File: src/rtl/cvs_pkg.sv
// Package: shared encodings for the cost-weighted victim selector.
// Assumes: one access kind bit, 0 for hit, 1 for fill.
package cvs_pkg;
    typedef enum logic {
        ACC_HIT  = 1'b0,
        ACC_FILL = 1'b1
    } acc_kind_e;
endpackage

File: src/rtl/cvs_state.sv
// Module: cvs_state
// Holds per-way valid, recency position and cost code for one set, and
// updates them on a hit or fill. Assumes hits name only valid ways.
module cvs_state #(
    parameter int WAYS   = 16,
    parameter int COST_W = 3,
    localparam int WAY_W = $clog2(WAYS)
) (
    input  logic                         clk,
    input  logic                         rst_n,
    input  logic                         acc_valid,
    input  logic                         acc_kind,
    input  logic [WAY_W-1:0]             acc_way,
    input  logic [COST_W-1:0]            fill_cost,
    output logic [WAYS-1:0]              way_valid,
    output logic [WAYS-1:0][WAY_W-1:0]   way_rec,
    output logic [WAYS-1:0][COST_W-1:0]  way_cost
);
    import cvs_pkg::*;

    localparam logic [WAY_W-1:0] MRU_POS = WAY_W'(WAYS - 1);

    logic [WAY_W-1:0] old_pos;

    // Purpose: fetch the current stack position of the accessed way.
    always_comb begin
        old_pos = way_rec[acc_way];
    end

    // Purpose: recency stack update, accessed way to MRU, gap closed.
    always_ff @(posedge clk) begin
        if (!rst_n) begin
            for (int i = 0; i < WAYS; i++) way_rec[i] <= WAY_W'(i);
        end else if (acc_valid) begin
            for (int i = 0; i < WAYS; i++) begin
                if (WAY_W'(i) == acc_way)  way_rec[i] <= MRU_POS;
                else if (way_rec[i] > old_pos) way_rec[i] <= way_rec[i] - 1'b1;
            end
        end
    end

    // Purpose: valid flag and cost code capture on a fill.
    always_ff @(posedge clk) begin
        if (!rst_n) begin
            way_valid <= '0;
            way_cost  <= '0;
        end else if (acc_valid && acc_kind == ACC_FILL) begin
            way_valid[acc_way] <= 1'b1;
            way_cost[acc_way]  <= fill_cost;
        end
    end

    // Assertion support: which stack positions are occupied.
    logic [WAYS-1:0] pos_used;
    always_comb begin
        pos_used = '0;
        for (int i = 0; i < WAYS; i++) pos_used[way_rec[i]] = 1'b1;
    end

    p_stack_perm_r9: assert property (@(posedge clk) disable iff (!rst_n)
        $countones(pos_used) == WAYS);

    p_mru_after_access_r6: assert property (@(posedge clk) disable iff (!rst_n)
        acc_valid |=> way_rec[$past(acc_way)] == MRU_POS);

    p_fill_cost_r7: assert property (@(posedge clk) disable iff (!rst_n)
        (acc_valid && acc_kind == ACC_FILL) |=>
            (way_cost[$past(acc_way)] == $past(fill_cost)) && way_valid[$past(acc_way)]);

    p_hit_keeps_cost_r7: assert property (@(posedge clk) disable iff (!rst_n)
        (acc_valid && acc_kind == ACC_HIT) |=> $stable(way_cost));
endmodule

File: src/rtl/cvs_scorer.sv
// Module: cvs_scorer
// Forms each way's score, recency plus weight times cost code, one
// generated lane per way. Pure combinational.
module cvs_scorer #(
    parameter int WAYS   = 16,
    parameter int COST_W = 3,
    parameter int S_W    = 3,
    localparam int WAY_W   = $clog2(WAYS),
    localparam int SCORE_W = WAY_W + COST_W + S_W
) (
    input  logic [WAYS-1:0][WAY_W-1:0]    way_rec,
    input  logic [WAYS-1:0][COST_W-1:0]   way_cost,
    input  logic [S_W-1:0]                weight_s,
    output logic [WAYS-1:0][SCORE_W-1:0]  way_score
);
    for (genvar g = 0; g < WAYS; g++) begin : g_lane
        // Purpose: weighted score of lane g.
        always_comb begin
            way_score[g] = SCORE_W'(way_rec[g])
                         + SCORE_W'(weight_s) * SCORE_W'(way_cost[g]);
        end
    end
endmodule

File: src/rtl/cvs_pick.sv
// Module: cvs_pick
// Picks the lowest invalid way if any; otherwise the lowest-index way
// with the minimum score. Pure combinational scan.
module cvs_pick #(
    parameter int WAYS    = 16,
    parameter int SCORE_W = 10,
    localparam int WAY_W  = $clog2(WAYS)
) (
    input  logic [WAYS-1:0]               way_valid,
    input  logic [WAYS-1:0][SCORE_W-1:0]  way_score,
    output logic [WAY_W-1:0]              pick_way
);
    logic [WAY_W-1:0]   inv_way;
    logic               inv_any;
    logic [WAY_W-1:0]   min_way;
    logic [SCORE_W-1:0] min_score;

    // Purpose: lowest-numbered invalid way.
    always_comb begin
        inv_any = 1'b0;
        inv_way = '0;
        for (int i = WAYS - 1; i >= 0; i--) begin
            if (!way_valid[i]) begin
                inv_any = 1'b1;
                inv_way = WAY_W'(i);
            end
        end
    end

    // Purpose: minimum score scan, strict compare keeps the lower index on ties.
    always_comb begin
        min_way   = '0;
        min_score = way_score[0];
        for (int i = 1; i < WAYS; i++) begin
            if (way_score[i] < min_score) begin
                min_score = way_score[i];
                min_way   = WAY_W'(i);
            end
        end
    end

    // Purpose: invalid ways take precedence over any score.
    always_comb begin
        pick_way = inv_any ? inv_way : min_way;
    end
endmodule

File: src/rtl/cost_victim_sel.sv
// Module: cost_victim_sel
// Replacement engine for one set: tracks recency and cost per way and
// outputs the victim combinationally. Assumes hits target valid ways.
module cost_victim_sel #(
    parameter int WAYS   = 16,
    parameter int COST_W = 3,
    parameter int S_W    = 3,
    localparam int WAY_W   = $clog2(WAYS),
    localparam int SCORE_W = WAY_W + COST_W + S_W
) (
    input  logic               clk,
    input  logic               rst_n,
    input  logic               acc_valid,
    input  logic               acc_kind,
    input  logic [WAY_W-1:0]   acc_way,
    input  logic [COST_W-1:0]  fill_cost,
    input  logic [S_W-1:0]     weight_s,
    output logic [WAY_W-1:0]   victim_way
);
    logic [WAYS-1:0]              way_valid;
    logic [WAYS-1:0][WAY_W-1:0]   way_rec;
    logic [WAYS-1:0][COST_W-1:0]  way_cost;
    logic [WAYS-1:0][SCORE_W-1:0] way_score;

    cvs_state #(.WAYS(WAYS), .COST_W(COST_W)) u_state (
        .clk(clk), .rst_n(rst_n), .acc_valid(acc_valid), .acc_kind(acc_kind),
        .acc_way(acc_way), .fill_cost(fill_cost), .way_valid(way_valid),
        .way_rec(way_rec), .way_cost(way_cost)
    );

    cvs_scorer #(.WAYS(WAYS), .COST_W(COST_W), .S_W(S_W)) u_scorer (
        .way_rec(way_rec), .way_cost(way_cost), .weight_s(weight_s),
        .way_score(way_score)
    );

    cvs_pick #(.WAYS(WAYS), .SCORE_W(SCORE_W)) u_pick (
        .way_valid(way_valid), .way_score(way_score), .pick_way(victim_way)
    );

    // Assertion support: does some valid way beat or tie-and-precede the victim?
    logic better_seen;
    always_comb begin
        better_seen = 1'b0;
        for (int i = 0; i < WAYS; i++) begin
            if (way_score[i] < way_score[victim_way]) better_seen = 1'b1;
            if (way_score[i] == way_score[victim_way] && WAY_W'(i) < victim_way)
                better_seen = 1'b1;
        end
    end

    p_invalid_first_r2: assert property (@(posedge clk) disable iff (!rst_n)
        !(&way_valid) |-> !way_valid[victim_way]);

    p_min_score_r3: assert property (@(posedge clk) disable iff (!rst_n)
        (&way_valid) |-> !better_seen);

    p_lru_at_zero_r5: assert property (@(posedge clk) disable iff (!rst_n)
        ((&way_valid) && weight_s == '0) |-> way_rec[victim_way] == '0);

    p_reset_clean_r1: assert property (@(posedge clk)
        !rst_n |=> (way_valid == '0));
endmodule

File: config.mk
export PLATFORM = sky130hd
export DESIGN_NAME = cost_victim_sel
export DESIGN_NICKNAME = d
export VERILOG_FILES = /design/src/rtl/cvs_pkg.sv /design/src/rtl/cvs_state.sv /design/src/rtl/cvs_scorer.sv /design/src/rtl/cvs_pick.sv /design/src/rtl/cost_victim_sel.sv
export SDC_FILE = /design/constraint.sdc
export NUM_CORES = 1
export LEC_CHECK = 0
export CORE_MARGIN = 4
export CORE_UTILIZATION = 25
export CTS_CLUSTER_DIAMETER = 30
export DETAILED_ROUTE_END_ITERATION = 8
export DONT_BUFFER_PORTS = 1
export GPL_ROUTABILITY_DRIVEN = 1
export PLACE_DENSITY_LB_ADDON = 0.3
export SLEW_MARGIN = 25
export SYNTH_ARGS = -nofsm -noshare
export SYNTH_HDL_FRONTEND = slang
export SYNTH_SLANG_ARGS = --single-unit
File: constraint.sdc
create_clock -name clk -period 42.3 [get_ports clk]
set_clock_uncertainty 0.15 [all_clocks]
set_input_delay 10.575 -clock clk [delete_from_list [all_inputs] [get_ports clk]]
set_output_delay 10.575 -clock clk [all_outputs]
set_load 0.05 [all_outputs]
==> impl_metrics.toml <==
[cts]
htreeDepth = 4
cts_root_buf = "clkbuf_16"
clockBufferDepth = 2
cts_inserted_buffers = 17
holdBufCountCts = 0
tritoncts = "yes"
cts.sinks = 128
path_clk_slew_ns = 0.06
clk_latency_ns = 0.43

[routing]
via_count = 16500
wl_um = 56100
drt-initial-drc-count = 924
wl_per_cell_um = 17.2
drtPass1Iterations = 5
viasPerCell = 5.05
antenna_left = 0
drcViolationCount = 0

[worst_setup_path]
critPathMostFrequentCell = "ha_4"
critPathMaxFanout = 48
critPathMaxStageDelay_ns = 0.55
crit_path_start_kind = "input pin"
criticalPathCategory = "input pin to primary output"
endpoint_kind = "primary output"
cpMaxStageDelayCell = "or4_4"
reg2reg_depth = 14
worstPathArrival_ns = 31.23
worst_ep_required_time_ns = 31.57

[synthesis]
synthCells = 2222
ys_warn_count = 0
syn_area_sq_mm = 0.0180
synth_ff_type = "dfxtp_1"
synthArstFlopShare = 0
ys_seq_area_frac = 0.142
synth_enable_flop_cells = 0
syn_avg_cell_area_sq_um = 8.10
synthesis.nets = 2552
ys_types = 103
synth-seq-cells = 128

[sta]
rsz0062_at_grt = "yes"
fin_crit_ns = 41.96
setup_tns_ns = 0
whs_ns = 0.338
setup_viol = 0
fmax_ghz = 0.0238
relSlewSlack = 0.257
tightestPinTransition_ns = 1.11
timing.final.max_slew_violations = 0
period_share = 0.992
hold_viol = 0

[floorplan]
die_w_um = 276
start_util = 0.252
die_area_sq_mm = 0.0763
io_pins = 18
num_rows = 98
core_region_area_sq_mm = 0.0714
dieHeight_um = 276

[place]
numPortBuffers = 0
placed_area_sq_mm = 0.0198
detailed_place_hpwl_um = 43800
place_inst = 3189
place_congestion = 0.829

[hold_path]
hold_class = "flop to flop"
whs_path_depth = 2

[final_layout]
final_layout_size_suffix_gt1_frac = 0.150
post-route-cell-area_sq_mm = 0.0212
fillers = 7680
nNetsFinal = 2631
fin_cells = 3264
diodes = 0
syn2layout_area_growth_pct = 17.9

[outcome]
run_status = "completed"

[flow_run]
maxCapViolCount = 0

[global_route]
grt_start_max_net_pins = 120
grt_usage = 0.144
grt_overflow_total = 0
grt_pass1_vias = 16600
grt_first_pass_wirelength_um = 89800
antenna_found_initial = 4
[what timing repair did]
item | CTS | global route
buffers inserted | 12 | 32
pin swaps | 11 | 71
gates resized for setup | 9 | 70
setup endpoints to repair | 4 | 4
[cell type report]
class,count,area [sq um],share of cell area
Tap cell,950,1190,0.0560
Multi-Input combinational cell,1807,15000,0.709
Clock inverter,13,175,0.00826
Clock buffer,19,443,0.0209
Sequential cell,128,2560,0.121
Inverter,227,852,0.0402
Timing Repair Buffer,120,950,0.0448
[cells in the final DEF, fill, tap and decap left out, types with 63 or more instances in the layout]
master / instances
nor2_1: 102
a21oi_1: 122
inv_1: 224
nand3_1: 64
nand2_1: 206
and2_1: 107
xnor2_1: 69
mux2i_1: 64
nor2b_1: 72
dfxtp_1: 128
fa_1: 63
o21ai_0: 87
ha_1: 240
buf_4: 114
[cell usage after synthesis, types with 39 or more instances]
cell,n,area (sq um)
ha_1,252,3150
inv_1,227,852
nand2_1,217,815
a21oi_1,131,656
dfxtp_1,128,2560
nor2_1,110,413
and2_1,109,682
o21ai_0,99,495
nor2b_1,72,450
mux2i_1,70,701
xnor2_1,70,613
nand3_1,68,340
fa_1,64,1280
clkbuf_1,44,165
a21o_1,42,315
nand2b_1,39,244
[stage by stage]
stage	setup slack (ns)	utilization
6_report	0.345	0.297
5_1_grt	-0.662	0.297
4_1_cts	0.00457	0.288
3_5_place_dp	-0.695	0.278
3_3_place_gp	-0.136	0.278
2_1_floorplan	-0.761	-
[critical path: cells and delay by family]
family	cells	cell delay, ns
and+or+nand+nor	35	4.97
muxes	5	1.25
buffers and inverters	6	0.56
AOI/OAI and AO/OA	50	8.65
adders and majority gates	18	5.18
[path summary, 6_finish.rpt]
path                             start                   end  slack [ns]
setup / recovery           weight_s[0]         victim_way[2]        0.34
hold / removal    u_state.way_cost[14]  u_state.way_cost[14]        0.34
setup reg to reg   u_state.way_rec[49]   u_state.way_rec[11]       38.11
hold reg to reg   u_state.way_cost[14]  u_state.way_cost[14]        0.34
[layer usage]
| layer | up-vias | part of all wire | track usage |
|---|---|---|---|
| li1 | 8011 | - | - |
| met1 | 8023 | 0.46 | 0.188 |
| met2 | 366 | 0.48 | 0.249 |
| met3 | 69 | 0.041 | 0.0194 |
| met4 | 6 | 0.019 | 0.0357 |
| met5 | - | 0.00055 | 0 |
[sequential cells by signal, indices dropped and copies added, names as in the netlist]
signal             cells
u_state.way_rec       64
u_state.way_cost      48
u_state.way_valid     16
[cells by family after synthesis]
| logic type | share of synthesized area |
|---|---|
| AOI/OAI and AO/OA | 0.209 |
| muxes | 0.0773 |
| xor gates and xnor gates | 0.0492 |
| adders and majority gates | 0.260 |
| buffers and inverters | 0.0612 |
| DFF | 0.142 |
| and+or+nand+nor | 0.202 |
Power is left out: the tool's default activity adds up to more than one toggle a clock period on the data nets, which glitch-free logic cannot reach.
